`config.mk`:
```
export PLATFORM = sky130hd
export DESIGN_NAME = clk_sync_loss_mon
export DESIGN_NICKNAME = d
export VERILOG_FILES = /design/src/rtl/lossmon_pkg.sv /design/src/rtl/lossmon_sync2.sv /design/src/rtl/lossmon_activity_timer.sv /design/src/rtl/lossmon_event_bank.sv /design/src/rtl/clk_sync_loss_mon.sv
export SDC_FILE = /design/constraint.sdc
export NUM_CORES = 1
export LEC_CHECK = 0
export BUFFER_PORTS_ARGS = -buffer_cell sky130_fd_sc_hd__buf_2
export CAP_MARGIN = 20
export CORE_MARGIN = 4
export CORE_UTILIZATION = 61
export DETAILED_ROUTE_END_ITERATION = 12
export GPL_TIMING_DRIVEN = 0
export PLACE_DENSITY = 0.9
export SYNTH_ARGS = -nofsm -noshare
export SYNTH_HDL_FRONTEND = slang
export SYNTH_SLANG_ARGS = --single-unit
```
`constraint.sdc`:
```
create_clock -name clk_ref_i -period 2.38 [get_ports clk_ref_i]
set_input_delay 0.119 -clock clk_ref_i [delete_from_list [all_inputs] [get_ports clk_ref_i]]
set_output_delay 0.119 -clock clk_ref_i [all_outputs]
set_load 0.05 [all_outputs]
```
`src/rtl/lossmon_pkg.sv`:
```
package lossmon_pkg;
    typedef enum logic {
        ADDR_DELTA_CLR = 1'b0,
        ADDR_MASK      = 1'b1
    } reg_addr_e;
endpackage

```
`src/rtl/lossmon_sync2.sv`:
```
module lossmon_sync2 #(
    parameter int W = 1
) (
    input  logic         clk_i,
    input  logic         rst_ni,
    input  logic [W-1:0] async_i,
    output logic [W-1:0] sync_o
);
    typedef struct packed {
        logic [W-1:0] s1;
        logic [W-1:0] s2;
    } st_t;

    st_t st_d, st_q;

    always_comb begin
        st_d    = st_q;
        st_d.s1 = async_i;
        st_d.s2 = st_q.s1;
    end

    always_ff @(posedge clk_i or negedge rst_ni) begin
        if (!rst_ni) st_q <= '0;
        else         st_q <= st_d;
    end

    assign sync_o = st_q.s2;
endmodule

```
`src/rtl/lossmon_activity_timer.sv`:
```
module lossmon_activity_timer #(
    parameter int LIMIT    = 7500,
    parameter bit ANY_EDGE = 1'b1
) (
    input  logic clk_i,
    input  logic rst_ni,
    input  logic sig_i,
    output logic lost_o
);
    localparam int CW = $clog2(LIMIT + 1);

    typedef struct packed {
        logic          prev;
        logic [CW-1:0] cnt;
        logic          lost;
    } st_t;

    st_t  st_d, st_q;
    logic act;

    // Activity event: any edge for clocks, rising edge for sync pulses
    generate
        if (ANY_EDGE) begin : g_any
            assign act = sig_i ^ st_q.prev;
        end else begin : g_rise
            assign act = sig_i & ~st_q.prev;
        end
    endgenerate

    always_comb begin
        st_d      = st_q;
        st_d.prev = sig_i;
        if (act) begin
            st_d.cnt  = '0;
            st_d.lost = 1'b0;
        end else if (st_q.cnt == CW'(LIMIT)) begin
            st_d.lost = 1'b1;
        end else begin
            st_d.cnt = st_q.cnt + 1'b1;
        end
    end

    always_ff @(posedge clk_i or negedge rst_ni) begin
        if (!rst_ni) st_q <= '0;
        else         st_q <= st_d;
    end

    assign lost_o = st_q.lost;
endmodule

```
`src/rtl/lossmon_event_bank.sv`:
```
module lossmon_event_bank
    import lossmon_pkg::*;
#(
    parameter int N = 7
) (
    input  logic         clk_i,
    input  logic         rst_ni,
    input  logic [N-1:0] lost_i,
    input  logic         wr_en_i,
    input  logic         wr_addr_i,
    input  logic [N-1:0] wr_data_i,
    output logic [N-1:0] stat_o,
    output logic [N-1:0] delta_o,
    output logic [N-1:0] mask_o,
    output logic         irq_o
);
    typedef struct packed {
        logic [N-1:0] stat;
        logic [N-1:0] delta;
        logic [N-1:0] mask;
        logic         irq;
    } st_t;

    st_t          st_d, st_q;
    reg_addr_e    addr;
    logic [N-1:0] clr;

    assign addr = reg_addr_e'(wr_addr_i);

    always_comb begin
        st_d       = st_q;
        clr        = (wr_en_i && addr == ADDR_DELTA_CLR) ? wr_data_i : '0;
        st_d.stat  = lost_i;
        // a fresh change wins over a clear in the same cycle
        st_d.delta = (st_q.delta & ~clr) | (lost_i ^ st_q.stat);
        if (wr_en_i && addr == ADDR_MASK) st_d.mask = wr_data_i;
        st_d.irq   = |(st_d.delta & ~st_d.mask);
    end

    always_ff @(posedge clk_i or negedge rst_ni) begin
        if (!rst_ni) begin
            st_q.stat  <= '0;
            st_q.delta <= '0;
            st_q.mask  <= '1;
            st_q.irq   <= 1'b0;
        end else begin
            st_q <= st_d;
        end
    end

    assign stat_o  = st_q.stat;
    assign delta_o = st_q.delta;
    assign mask_o  = st_q.mask;
    assign irq_o   = st_q.irq;
endmodule

```
`src/rtl/clk_sync_loss_mon.sv`:
```
module clk_sync_loss_mon #(
    parameter int N_CLK            = 3,
    parameter int N_SYNC           = 4,
    parameter int CLK_TIMEOUT      = 7500,
    parameter int SYNC_FRAME_CYC   = 15625,
    parameter int SYNC_MISS_FRAMES = 4
) (
    input  logic                     clk_ref_i,
    input  logic                     rst_ref_ni,
    input  logic [N_CLK-1:0]         mon_clk_i,
    input  logic [N_SYNC-1:0]        mon_sync_i,
    input  logic                     wr_en_i,
    input  logic                     wr_addr_i,
    input  logic [N_CLK+N_SYNC-1:0]  wr_data_i,
    output logic [N_CLK+N_SYNC-1:0]  stat_o,
    output logic [N_CLK+N_SYNC-1:0]  delta_o,
    output logic [N_CLK+N_SYNC-1:0]  mask_o,
    output logic                     irq_o
);
    localparam int N_SIG       = N_CLK + N_SYNC;
    localparam int SYNC_WINDOW = SYNC_FRAME_CYC * SYNC_MISS_FRAMES;

    logic [N_SIG-1:0] raw_all;
    logic [N_SIG-1:0] synced;
    logic [N_SIG-1:0] lost;

    assign raw_all = {mon_sync_i, mon_clk_i};

    lossmon_sync2 #(.W(N_SIG)) u_sync (
        .clk_i  (clk_ref_i),
        .rst_ni (rst_ref_ni),
        .async_i(raw_all),
        .sync_o (synced)
    );

    generate
        for (genvar i = 0; i < N_SIG; i++) begin : g_watch
            if (i < N_CLK) begin : g_clk
                lossmon_activity_timer #(.LIMIT(CLK_TIMEOUT), .ANY_EDGE(1'b1)) u_tmr (
                    .clk_i (clk_ref_i),
                    .rst_ni(rst_ref_ni),
                    .sig_i (synced[i]),
                    .lost_o(lost[i])
                );
            end else begin : g_frm
                lossmon_activity_timer #(.LIMIT(SYNC_WINDOW), .ANY_EDGE(1'b0)) u_tmr (
                    .clk_i (clk_ref_i),
                    .rst_ni(rst_ref_ni),
                    .sig_i (synced[i]),
                    .lost_o(lost[i])
                );
            end
        end
    endgenerate

    lossmon_event_bank #(.N(N_SIG)) u_bank (
        .clk_i    (clk_ref_i),
        .rst_ni   (rst_ref_ni),
        .lost_i   (lost),
        .wr_en_i  (wr_en_i),
        .wr_addr_i(wr_addr_i),
        .wr_data_i(wr_data_i),
        .stat_o   (stat_o),
        .delta_o  (delta_o),
        .mask_o   (mask_o),
        .irq_o    (irq_o)
    );
endmodule

```
* Yosys cells after proc, flatten, opt, wreduce, memory -nomap -nowiden
Index checks and enable logic that the tools add are counted.
** Storage, ports and cells
- Bits in registers :: 153
- Bits in latches :: 0
- Memory bits (writable) :: 0
- Memory bits (read-only) :: 0
- Input bits :: 18
- Output and inout bits :: 22
- Logic and storage cells :: 99
- Memories kept :: 0
** Operators by class
- $add $sub $neg :: 7
- Multiply operators :: 0
- Divide/modulo/power cells :: 0
- $lt $le $gt $ge :: 0
- Equal/unequal tests :: 14
- Shifts and indexed selects :: 0
- Muxes and demuxes :: 23
- Bitwise gates (word level) :: 18
- Reductions and logical operators :: 10
** Operator list (number)
- 17-bit two-way mux :: 4
- 16-bit by 1-bit adder with 16-bit output (second input constant) :: 4
- 16-bit == test (second input constant) :: 4
- 16-bit two-way mux :: 4
- 14-bit two-way mux :: 3
- 13-bit by 1-bit adder with 13-bit output (second input constant) :: 3
- 13-bit == test (second input constant) :: 3
- 13-bit two-way mux :: 3
- 7-bit bitwise AND :: 2
- 7-bit two-way mux :: 2
- 2-bit by 1-bit inequality test with 1-bit output (second input constant) :: 7
- 7-bit inverter :: 2
- 2-bit nonzero test :: 7
- 1-bit two-way mux :: 7
- 7-bit OR :: 1
- 7-bit OR reduction :: 1
- 7-bit XOR :: 1
- 1-bit inverter :: 5
- 1-bit bitwise AND :: 4
- 1-bit XOR :: 3
- 1-bit logical AND :: 2

* Depth between registers and ports, before layout
Gate-level depths: netlist of the first run.
- Depth in word-level cells :: 8
- Depth in mapped cells :: 7
- Mapped depth without buffers :: 6

* Hierarchy
From an unflattened synthesis of the first run, not the netlist that was laid out.
** Unflattened totals
- Cells, all modules :: 693
- Area, all modules :: 7357.1 um^2
** Modules (own cells, without submodules)
- lossmon_activity_timer at g_watch[4].g_frm.u_tmr ... :: instances 3, cells an instance 90, area each 923.4 um^2, seq. area each 450.4 um^2
- lossmon_activity_timer at g_watch[0].g_clk.u_tmr ... :: instances 3, cells an instance 78, area each 784.5 um^2, seq. area each 375.4 um^2
- lossmon_event_bank :: instances 1, cells an instance 83, area each 949.7 um^2, seq. area each 559.3 um^2
- lossmon_activity_timer at g_watch[3].g_frm.u_tmr :: instances 1, cells an instance 92, area each 933.4 um^2, seq. area each 450.4 um^2
- lossmon_sync2 :: instances 1, cells an instance 14, area each 350.3 um^2, seq. area each 350.3 um^2

* Least setup slack after synthesis of the first run
Ideal clock, no wire load.
- Path type :: flip-flop to flip-flop
- Start point :: register g_watch[5].g_frm.u_tmr.st_q[12] in the netlist's numbering
- End point :: register g_watch[5].g_frm.u_tmr.st_q[4] in the netlist's numbering
- Library setup time :: 125 ps
- Data arrival time :: 1816 ps
- Data required time :: 2255 ps
- Slack :: 439 ps
- Stages on the path, launching flop included :: 6
- Buffers on the path :: 1
- Clock period less this slack :: 1941 ps
- Cell sequence :: dfrtp_1 -> or4_1 -> or4_1 -> buf_2 -> nand4_1 -> mux2_2
** Between the ends
- Cells in the longest elaborated chain, start to end :: 2
** Ends and longest elaborated chain
- from (decl) :: RTL line lossmon_activity_timer.sv:18 : st_t st_d, st_q;
- from (signal assigned) :: RTL line lossmon_activity_timer.sv:45 : else st_q <= st_d;
- 16-bit == test :: RTL line lossmon_activity_timer.sv:36 : end else if (st_q.cnt == CW'(LIMIT)) begin
- 2-bit by 1-bit inequality test with 1-bit output (no source line)
No other way between the ends.
A chain may end at the register's enable or synchronous reset.

* Worst setup path in the final report of the first run
Ends and elaborated chain as after synthesis.

==> flow_metrics.tcl, run 1 <==
set metrics [dict create \
    routed_wl_um 14490 \
    port-buffer-count 38 \
    die_x_um 116.2 \
    drtAntennaViolNets 0 \
    clock.fmax_mhz 489.5 \
    worstPathCellList "or4_1 -> or4_1 -> buf_2 -> nand4_1 -> mux2_2" \
    clk_pin_slew_ps 60 \
    regArea_um2 3837 \
    num_io_pins 40 \
    synth.largest_area_cell "dfrtp_1" \
    path_max_fanout 5 \
    fin_crit_sh_pct 85.83 \
    rsz0062_at_grt "no" \
    synth_edf_count 0 \
    end_kind "register" \
    rows 39 \
    crit_slowest_cell "or4_1" \
    worstMarginPinSlew_ps 691.3 \
    drtPass1Iterations 5 \
    antenna_cells 0 \
    synthDistinctLibCells 56 \
    leakage_uw 0.003646 \
    vias_per_cell 5.819 \
    crit_buf_inv 1 \
    place.detailed.hpwl_um 9907 \
    ir_drop_uv 646.2 \
    grt_start_max_net_pins 104 \
    synth_area_leaders "dfrtp_1, xnor2_1, nor2_1" \
    hp-class "input pin to register" \
    grt_pass1_wl_um 25100 \
    cts_root_buf "clkbuf_16" \
    drc 0 \
    drv_slew 0 \
    die_h_um 116.2 \
    finalSetupViolations 0 \
    cts_num_sinks 153 \
    antenna_found_initial 0 \
    cp_data_arrival_time_ps 2360 \
    clk_latency_ps 430 \
    synth_top_cell_area_share_pct 51.13 \
    postSynthCellCount 687 \
    h-tree-depth 4 \
    critPathKind "register to register" \
    ys_seq_area_share_pct 53.70 \
    multi_input_area_um2 3123 \
    async_reset_ff_share_pct 100.0 \
    vias 5324 \
    syn2layout_area_growth_pct 15.23 \
    ys_ff_latch 153 \
    final_core_util_pct 72.11 \
    wl_per_cell_um 15.84 \
    num-fill-cells 803 \
    cp.required_ps 2700 \
    drt_iter0_drc 329 \
    initial_core_util_pct 62.58 \
    drive_above_1_share_pct 12.95 \
    syn_area_um2 7146 \
    layout.nets 792 \
    numCtsBuffers 17 \
    hold_violations 0 \
    syn-num-nets 719 \
    power.density_nw_per_um2 732.7 \
    cts_tree "yes" \
    ys_warn_count 0 \
    cp_slowest_stage_delay_ps 510 \
    globalplace.congestion 0.8693 \
    maxCapViolCount 0 \
    relSlewSlack_pct 53.26 \
    status "complete, no violations" \
    post_cts_resized 0 \
    synth_ff_type "dfrtp_1" \
    coreArea_um2 11420 \
    fin_area_um2 8234 \
    grt_pass1_vias 5378 \
    syn_avg_cell_area_um2 10.40 \
    dieArea_um2 13510 \
    worst_clock_skew_ps 6.239 \
    period_minus_slack_ps 2043 \
    track_usage_pct 23.72 \
    startpoint_type "register" \
    cts.path.max_buffers 2 \
    crit_top_cell "or4_1" \
    overflow 0 \
    critPathTopFamily "simple AND/OR/NAND/NOR gates" \
    placement.cell_area_um2 7548 \
]
-- power by group --
| part | switching (µW) | internal, µW | total, µW | leakage, µW |
|---|---|---|---|---|
| combinational | 375 | 238 | 613 | 0.00134 |
| sequential | 193 | 2770 | 2960 | 0.00204 |
| clock | 1040 | 1420 | 2460 | 0.000265 |
-- cell families (layout without fill, tap and decap cells) --
kind of cell    Yosys count  after routing  share of synthesized area [%]
compound gates           66             66                          5.709
fa+ha+maj                14             14                          2.451
flops                   153            153                          53.70
simple gates            311            311                          23.57
buf+inv                  49            134                          2.592
mux                      16             16                          2.416
xor+xnor                 78             78                          9.561
-- synth_stat cells, drive strengths merged (7+ instances only) --
cell type / instances
a21oi: 22
a31oi: 7
and4: 9
clkbuf: 13
dfrtp: 146
dfstp: 7
ha: 14
inv: 35
mux2: 10
nand2: 52
nand3: 37
nand4: 22
nor2: 92
nor2b: 10
nor3: 20
nor4: 16
o21ai: 16
or3: 15
xnor2: 52
xor2: 26
-- cells in the final DEF (no fill, tap or decap), types with 6 or more instances in the layout --
cell type	synthesis	layout
nor4_1	12	12
ha_1	14	14
buf_2	1	38
nor2_1	92	92
nor2b_1	10	10
xor2_1	26	26
clkinv_2	0	7
clkbuf_1	13	14
mux2_2	9	9
clkbuf_16	0	17
mux2i_1	6	6
o21ai_0	16	16
and4_1	9	9
nand4_1	21	21
a21oi_1	22	22
inv_1	35	35
xnor2_1	52	52
dfrtp_1	146	146
a31oi_1	7	7
dfstp_2	7	7
nand2_1	52	52
dlygate4sd3_1	0	15
nor3_1	19	19
or3_1	15	15
nand3_1	37	37
-- worst paths after layout --
| check | start | to | slack (ps) | depth (start not counted) |
|---|---|---|---|---|
| worst min-delay path | wr_addr_i | u_bank.mask_o[6] | 120 | 3 |
| worst max-delay path | g_watch[5].g_frm.u_tmr.st_q[12] | g_watch[5].g_frm.u_tmr.st_q[4] | 340 | 5 |
| worst min register to register | u_sync.st_d[1] | u_sync.sync_o[1] | 350 | 0 |
| min in group asynchronous | rst_ref_ni | g_watch[4].g_frm.u_tmr.st_q[17] | 200 | 2 |
| max in group asynchronous | rst_ref_ni | u_bank.mask_o[0] | 1320 | 3 |
| worst max register to register | g_watch[5].g_frm.u_tmr.st_q[12] | g_watch[5].g_frm.u_tmr.st_q[4] | 340 | 5 |
-- state kept, by name (all words and copies together) (netlist names) --
register / flops
u_sync.st_d: 7
g_watch.g_frm.u_tmr.lost_o: 4
g_watch.g_clk.u_tmr.lost_o: 3
u_bank.delta_o: 7
u_sync.sync_o: 7
g_watch.g_clk.u_tmr.st_q: 42
u_bank.irq_o: 1
u_bank.stat_o: 7
g_watch.g_frm.u_tmr.st_q: 68
u_bank.mask_o: 7
-- what timing repair did --
item                      CTS  global route
hold endpoints to repair   70             0
hold buffers               15             0
buffers inserted            0             0
-- per-stage QoR --
stage / cells / power [µW] / TNS [ps] / hold slack [ps] / worst slack (ps)
6_report: 915 / 6033 / 0 / 119.3 / 337.3
5_1_grt: 915 / 6318 / 0 / 179.8 / 274.1
4_1_cts: 915 / 6077 / 0 / 103.9 / 341.5
3_5_place_dp: 869 / 3592 / 0 / 97.60 / 347.6
3_3_place_gp: 868 / 3523 / -125650 / 226.6 / -866.9
2_1_floorplan: 687 / 3360 / 0 / -176.6 / 438.9
-- metal layers --
layer	routed length [µm]	vias to the layer above	GRT usage (%)
met2	7214	135	39.05
met1	6245	2627	29.93
met5	0	-	0
li1	-	2534	-
met3	734	28	6.788
met4	297	0	9.049
-- worst min-delay path: cells and delay by family --
| family | cells | cell delay, ps |
|---|---|---|
| and+or+nand+nor | 2 | 200 |
| buffers and inverters | 1 | 220 |
-- cell type report --
cell class,count,area share [%]
buffer,14,0.6534
clock buffer,18,5.212
clock inverter,13,1.292
sequential,153,46.60
inverter,35,1.596
timing repair buffer,54,4.543
tap,143,2.173
multi-input combinational,485,37.93
Power figures use the tool's default switching activity.
==> run 2, diff against run 1 <==
--- a/config.mk
+++ b/config.mk
@@ -11,7 +11,7 @@
 export CORE_UTILIZATION = 61
 export DETAILED_ROUTE_END_ITERATION = 12
 export GPL_TIMING_DRIVEN = 0
-export PLACE_DENSITY = 0.9
+export PLACE_DENSITY = 0.8
 export SYNTH_ARGS = -nofsm -noshare
 export SYNTH_HDL_FRONTEND = slang
 export SYNTH_SLANG_ARGS = --single-unit
==> flow_metrics.tcl, run 2 (same netlist as run 1, synthesis figures left out) <==
set metrics [dict create \
    critPathKind "register to register" \
    cts_root_buf "clkbuf_16" \
    die_h_um 116.2 \
    post_cts_resized 0 \
    grt_pass1_wl_um 23820 \
    status "complete, no violations" \
    grt_use_met2_pct 36.96 \
    worst_clock_skew_ps 9.238 \
    place.detailed.hpwl_um 9515 \
    crit_top_cell "or4_1" \
    grtUsageMet1_pct 28.78 \
    grt_pass1_vias 5135 \
    crit_buf_inv 1 \
    routed_wl_um 14070 \
    reg_top3 "g_watch.g_frm.u_tmr.st_q: 68 flops, g_watch.g_clk.u_tmr.st_q: 42 flops" \
    wl_per_cell_um 15.36 \
    h-tree-depth 4 \
    leakage_uw 0.003657 \
    initial_core_util_pct 62.58 \
    place_inst 869 \
    fin_crit_sh_pct 86.23 \
    stdcell_count 916 \
    clk_pin_slew_ps 70 \
    path_max_fanout 5 \
    hp-class "input pin to register" \
    antenna_cells 0 \
    vias_per_cell 5.779 \
    grt_use_met3_pct 5.285 \
    final_common_cell "dfrtp_1" \
    clock.fmax_mhz 487.2 \
    crit_slowest_cell "or4_1" \
    postCtsHoldBufs 15 \
    ir_drop_uv 827.2 \
    end_kind "register" \
    worstPathCellList "or4_1 -> or4_1 -> buf_2 -> nand4_1 -> mux2_2" \
    period_minus_slack_ps 2052 \
    drive_above_1_share_pct 13.20 \
    cts_tree "yes" \
    rows 39 \
    finalSetupViolations 0 \
    num_io_pins 40 \
    syn2layout_area_growth_pct 15.86 \
    power.density_nw_per_um2 745.9 \
    cts_setup_buffers 0 \
    numCtsBuffers 17 \
    drtAntennaViolNets 0 \
    rsz0062_at_grt "no" \
    track_usage_pct 22.58 \
    die_x_um 116.2 \
    grt_start_max_net_pins 96 \
    drt_iter0_drc 491 \
    dieArea_um2 13510 \
    busiest_layer "met2" \
    cp.required_ps 2690 \
    cts_num_sinks 153 \
    layout.nets 792 \
    overflow 0 \
    antenna_found_initial 0 \
    relSlewSlack_pct 46.78 \
    cp_data_arrival_time_ps 2360 \
    largest_reg_flops 68 \
    fin_setup_tns_ps 0 \
    globalplace.congestion 0.8683 \
    maxCapViolCount 0 \
    final_cell_mix "dfrtp_1, nor2_1, nand2_1, xnor2_1, buf_2" \
    clk_latency_ps 430 \
    drtPass1Iterations 5 \
    startpoint_type "register" \
    vias 5294 \
    cts.path.max_buffers 2 \
    port-buffer-count 38 \
    worstMarginPinSlew_ps 796.6 \
    regMostFlops "g_watch.g_frm.u_tmr.st_q" \
    cp_slowest_stage_delay_ps 520 \
    coreArea_um2 11420 \
    critPathTopFamily "simple AND/OR/NAND/NOR gates" \
    drc 0 \
    drv_slew 0 \
    hold_violations 0 \
]
==> run 2: final cells by class <==
cell class | count | area [µm²]
well taps | 143 | 178.9
clock buffers | 20 | 466.7
repair buffers | 54 | 374.1
clock inverters | 12 | 113.9
fillers | 836 | 3139
plain buffers | 14 | 53.80
flip-flops and latches | 153 | 3837
inverters | 35 | 131.4
multi-input cells | 485 | 3123
==> run 2: worst paths after layout <==
check / depth (start not counted) / slack (ps) / from / endpoint
worst max-delay path: 5 / 330 / g_watch[5].g_frm.u_tmr.st_q[12] / g_watch[5].g_frm.u_tmr.st_q[4]
worst min register to register: 0 / 350 / u_sync.st_d[2] / u_sync.sync_o[2]
max in group asynchronous: 3 / 1270 / rst_ref_ni / u_bank.mask_o[0]
min in group asynchronous: 2 / 240 / rst_ref_ni / g_watch[4].g_frm.u_tmr.st_q[4]
worst min-delay path: 3 / 140 / wr_addr_i / u_bank.mask_o[6]
worst max register to register: 5 / 330 / g_watch[5].g_frm.u_tmr.st_q[12] / g_watch[5].g_frm.u_tmr.st_q[4]
==> run 2: power breakdown <==
part	switching [µW]	internal, µW	total [µW]
combinational	375	237	612
clock	1070	1530	2600
sequential	195	2770	2960
total	1640	4530	6180
==> run 2: worst min-delay path, cell delays in order <==
cell and delay [ps]:
clkbuf_1 230, nand3_1 160, nand2_1 50
==> run 2: layer usage <==
metal | up-vias | share of wire [%]
met5 | - | 0
met3 | 28 | 4.8
met2 | 131 | 51
met4 | 0 | 2.5
li1 | 2527 | -
met1 | 2608 | 42
==> run 2: stage by stage <==
stage	hold WS, ps	util (%)	instance area, µm²	total power, µW	setup WS, ps
after detailed placement	133.7	66.11	7548	3589	333.8
after global routing	159.5	72.51	8279	6450	240.3
after floorplan	-176.6	-	7146	3360	438.9
after CTS	117.1	72.51	8279	6231	318.7
final	135.5	72.51	8279	6176	327.6
after global placement	228.6	65.81	7515	3531	-932.8
==> run 3, diff against run 2 <==
--- a/config.mk
+++ b/config.mk
@@ -7,11 +7,13 @@
 export LEC_CHECK = 0
 export BUFFER_PORTS_ARGS = -buffer_cell sky130_fd_sc_hd__buf_2
 export CAP_MARGIN = 20
+export CELL_PAD_IN_SITES_DETAIL_PLACEMENT = 0
+export CELL_PAD_IN_SITES_GLOBAL_PLACEMENT = 1
 export CORE_MARGIN = 4
-export CORE_UTILIZATION = 61
+export CORE_UTILIZATION = 48
 export DETAILED_ROUTE_END_ITERATION = 12
 export GPL_TIMING_DRIVEN = 0
-export PLACE_DENSITY = 0.8
+export PLACE_DENSITY_LB_ADDON = 0.1
 export SYNTH_ARGS = -nofsm -noshare
 export SYNTH_HDL_FRONTEND = slang
 export SYNTH_SLANG_ARGS = --single-unit
==> constraint.sdc (replaced) <==
create_clock -name clk_ref_i -period 2.38 [get_ports clk_ref_i]
set_input_delay 0.476 -clock clk_ref_i [delete_from_list [all_inputs] [get_ports clk_ref_i]]
set_output_delay 0.476 -clock clk_ref_i [all_outputs]
set_load 0.05 [all_outputs]
==> flow_metrics.tcl, run 3 (same netlist as run 1, synthesis figures left out) <==
set metrics [dict create \
    antenna_found_initial 0 \
    largest_reg_flops 68 \
    cp_slowest_stage_delay_ps 510 \
    coreArea_um2 14530 \
    critPathTopFamily "simple AND/OR/NAND/NOR gates" \
    period_minus_slack_ps 2027 \
    layout.nets 777 \
    worst_clock_skew_ps 7.045 \
    fin_setup_tns_ps 0 \
    maxCapViolCount 0 \
    crit_top_cell "or4_1" \
    place.detailed.hpwl_um 9403 \
    routed_wl_um 13600 \
    cts_tree "yes" \
    drtAntennaViolNets 0 \
    cts_num_sinks 153 \
    post_cts_resized 0 \
    relSlewSlack_pct 47.31 \
    vias_per_cell 5.413 \
    fin_crit_sh_pct 85.17 \
    drive_above_1_share_pct 13.19 \
    placement.cell_area_um2 7600 \
    track_usage_pct 17.69 \
    fin_area_um2 8195 \
    h-tree-depth 4 \
    critPathKind "register to register" \
    cts_root_buf "clkbuf_16" \
    globalplace.congestion 0.8392 \
    rsz0062_at_grt "no" \
    postCtsHoldBufs 0 \
    die_x_um 130.0 \
    final_common_cell "dfrtp_1" \
    reg_top3 "g_watch.g_frm.u_tmr.st_q: 68 flops, g_watch.g_clk.u_tmr.st_q: 42 flops" \
    drc 0 \
    clk_latency_ps 420 \
    drv_slew 0 \
    status "complete, no violations" \
    numCtsBuffers 17 \
    clk_pin_slew_ps 60 \
    syn2layout_area_growth_pct 14.69 \
    port-buffer-count 38 \
    cp.required_ps 2680 \
    end_kind "register" \
    cts_setup_buffers 0 \
    vias 5099 \
    drtPass1Iterations 5 \
    power.density_nw_per_um2 760.1 \
    regMostFlops "g_watch.g_frm.u_tmr.st_q" \
    final_cell_mix "dfrtp_1, nor2_1, nand2_1, xnor2_1, buf_2" \
    dieArea_um2 16900 \
    initial_core_util_pct 49.16 \
    worstPathCellList "or4_1 -> or4_1 -> buf_2 -> nand4_1 -> mux2_2" \
    drt_iter0_drc 349 \
    grt_start_max_net_pins 87 \
    die_h_um 130.0 \
    cts.path.max_buffers 2 \
    crit_buf_inv 1 \
    fin_total_pwr_uw 6230 \
    num-fill-cells 1259 \
    path_max_fanout 5 \
    cp_data_arrival_time_ps 2330 \
    grt_pass1_vias 5015 \
    worstMarginPinSlew_ps 788.7 \
    grt_pass1_wl_um 23880 \
    hp-class "input pin to asynchronous set/reset pin" \
    wl_per_cell_um 14.44 \
    place_inst 910 \
    antenna_cells 0 \
    overflow 0 \
    clock.fmax_mhz 493.3 \
    leakage_uw 0.003612 \
    ir_drop_uv 655.7 \
    finalSetupViolations 0 \
    startpoint_type "register" \
    crit_slowest_cell "or4_1" \
    stdcell_count 942 \
    hold_violations 0 \
    num_io_pins 40 \
    rows 44 \
]
[run 3: cell types whose count changed in the layout (fill, tap and decap cells not counted)]
cell	delta
bufinv_16	+2
clkbuf_1	+2
clkbuf_8	-2
clkinv_2	+3
clkinv_4	+1
clkinvlp_4	-3
dlygate4sd3_1	-15
inv_6	-3
[run 3: metrics by stage]
stage | hold slack, ps | setup slack (ps) | utilization (%)
finish | 40.50 | 353.0 | 56.39
CTS | 61.75 | 343.2 | 56.39
detailed placement | 336.3 | -27.85 | 52.29
floorplan | 180.4 | 438.9 | -
global route | 97.73 | 158.7 | 56.39
global placement | 332.7 | -1421 | 52.06
[run 3: worst paths after layout]
path,startpoint,endpoint,slack (ps),depth (start not counted)
max reg2reg,g_watch[5].g_frm.u_tmr.st_q[12],g_watch[5].g_frm.u_tmr.st_q[4],350,5
min,rst_ref_ni,g_watch[4].g_frm.u_tmr.st_q[2],40,1
min reg2reg,u_sync.st_d[5],u_sync.sync_o[5],350,0
max,g_watch[5].g_frm.u_tmr.st_q[12],g_watch[5].g_frm.u_tmr.st_q[4],350,5
max in group asynchronous,rst_ref_ni,u_bank.mask_o[6],1480,2
min in group clk_ref_i,mon_sync_i[1],u_sync.st_d[4],160,1
[run 3: cell type report]
type / count / area [µm²] / area share (%)
flip-flops and latches: 153 / 3837 / 46.82
multi-input cells: 485 / 3123 / 38.11
clock buffers: 20 / 446.7 / 5.450
well taps: 184 / 230.2 / 2.809
repair buffers: 39 / 224.0 / 2.733
clock inverters: 12 / 148.9 / 1.817
inverters: 35 / 131.4 / 1.603
plain buffers: 14 / 53.80 / 0.6565
[run 3: power by group]
group          internal [µW]  total (µW)  switching [µW]
combinational            220         582             362
sequential              2770        2960             190
clock                   1670        2690            1020
[run 3: layer usage]
layer  global-route usage (%)  vias up  wire [µm]
met3                    5.076       16        526
met2                    27.84       99       6383
li1                         -     2503          -
met5                        0        -          0
met4                    4.768        0        181
met1                    24.22     2481       6512
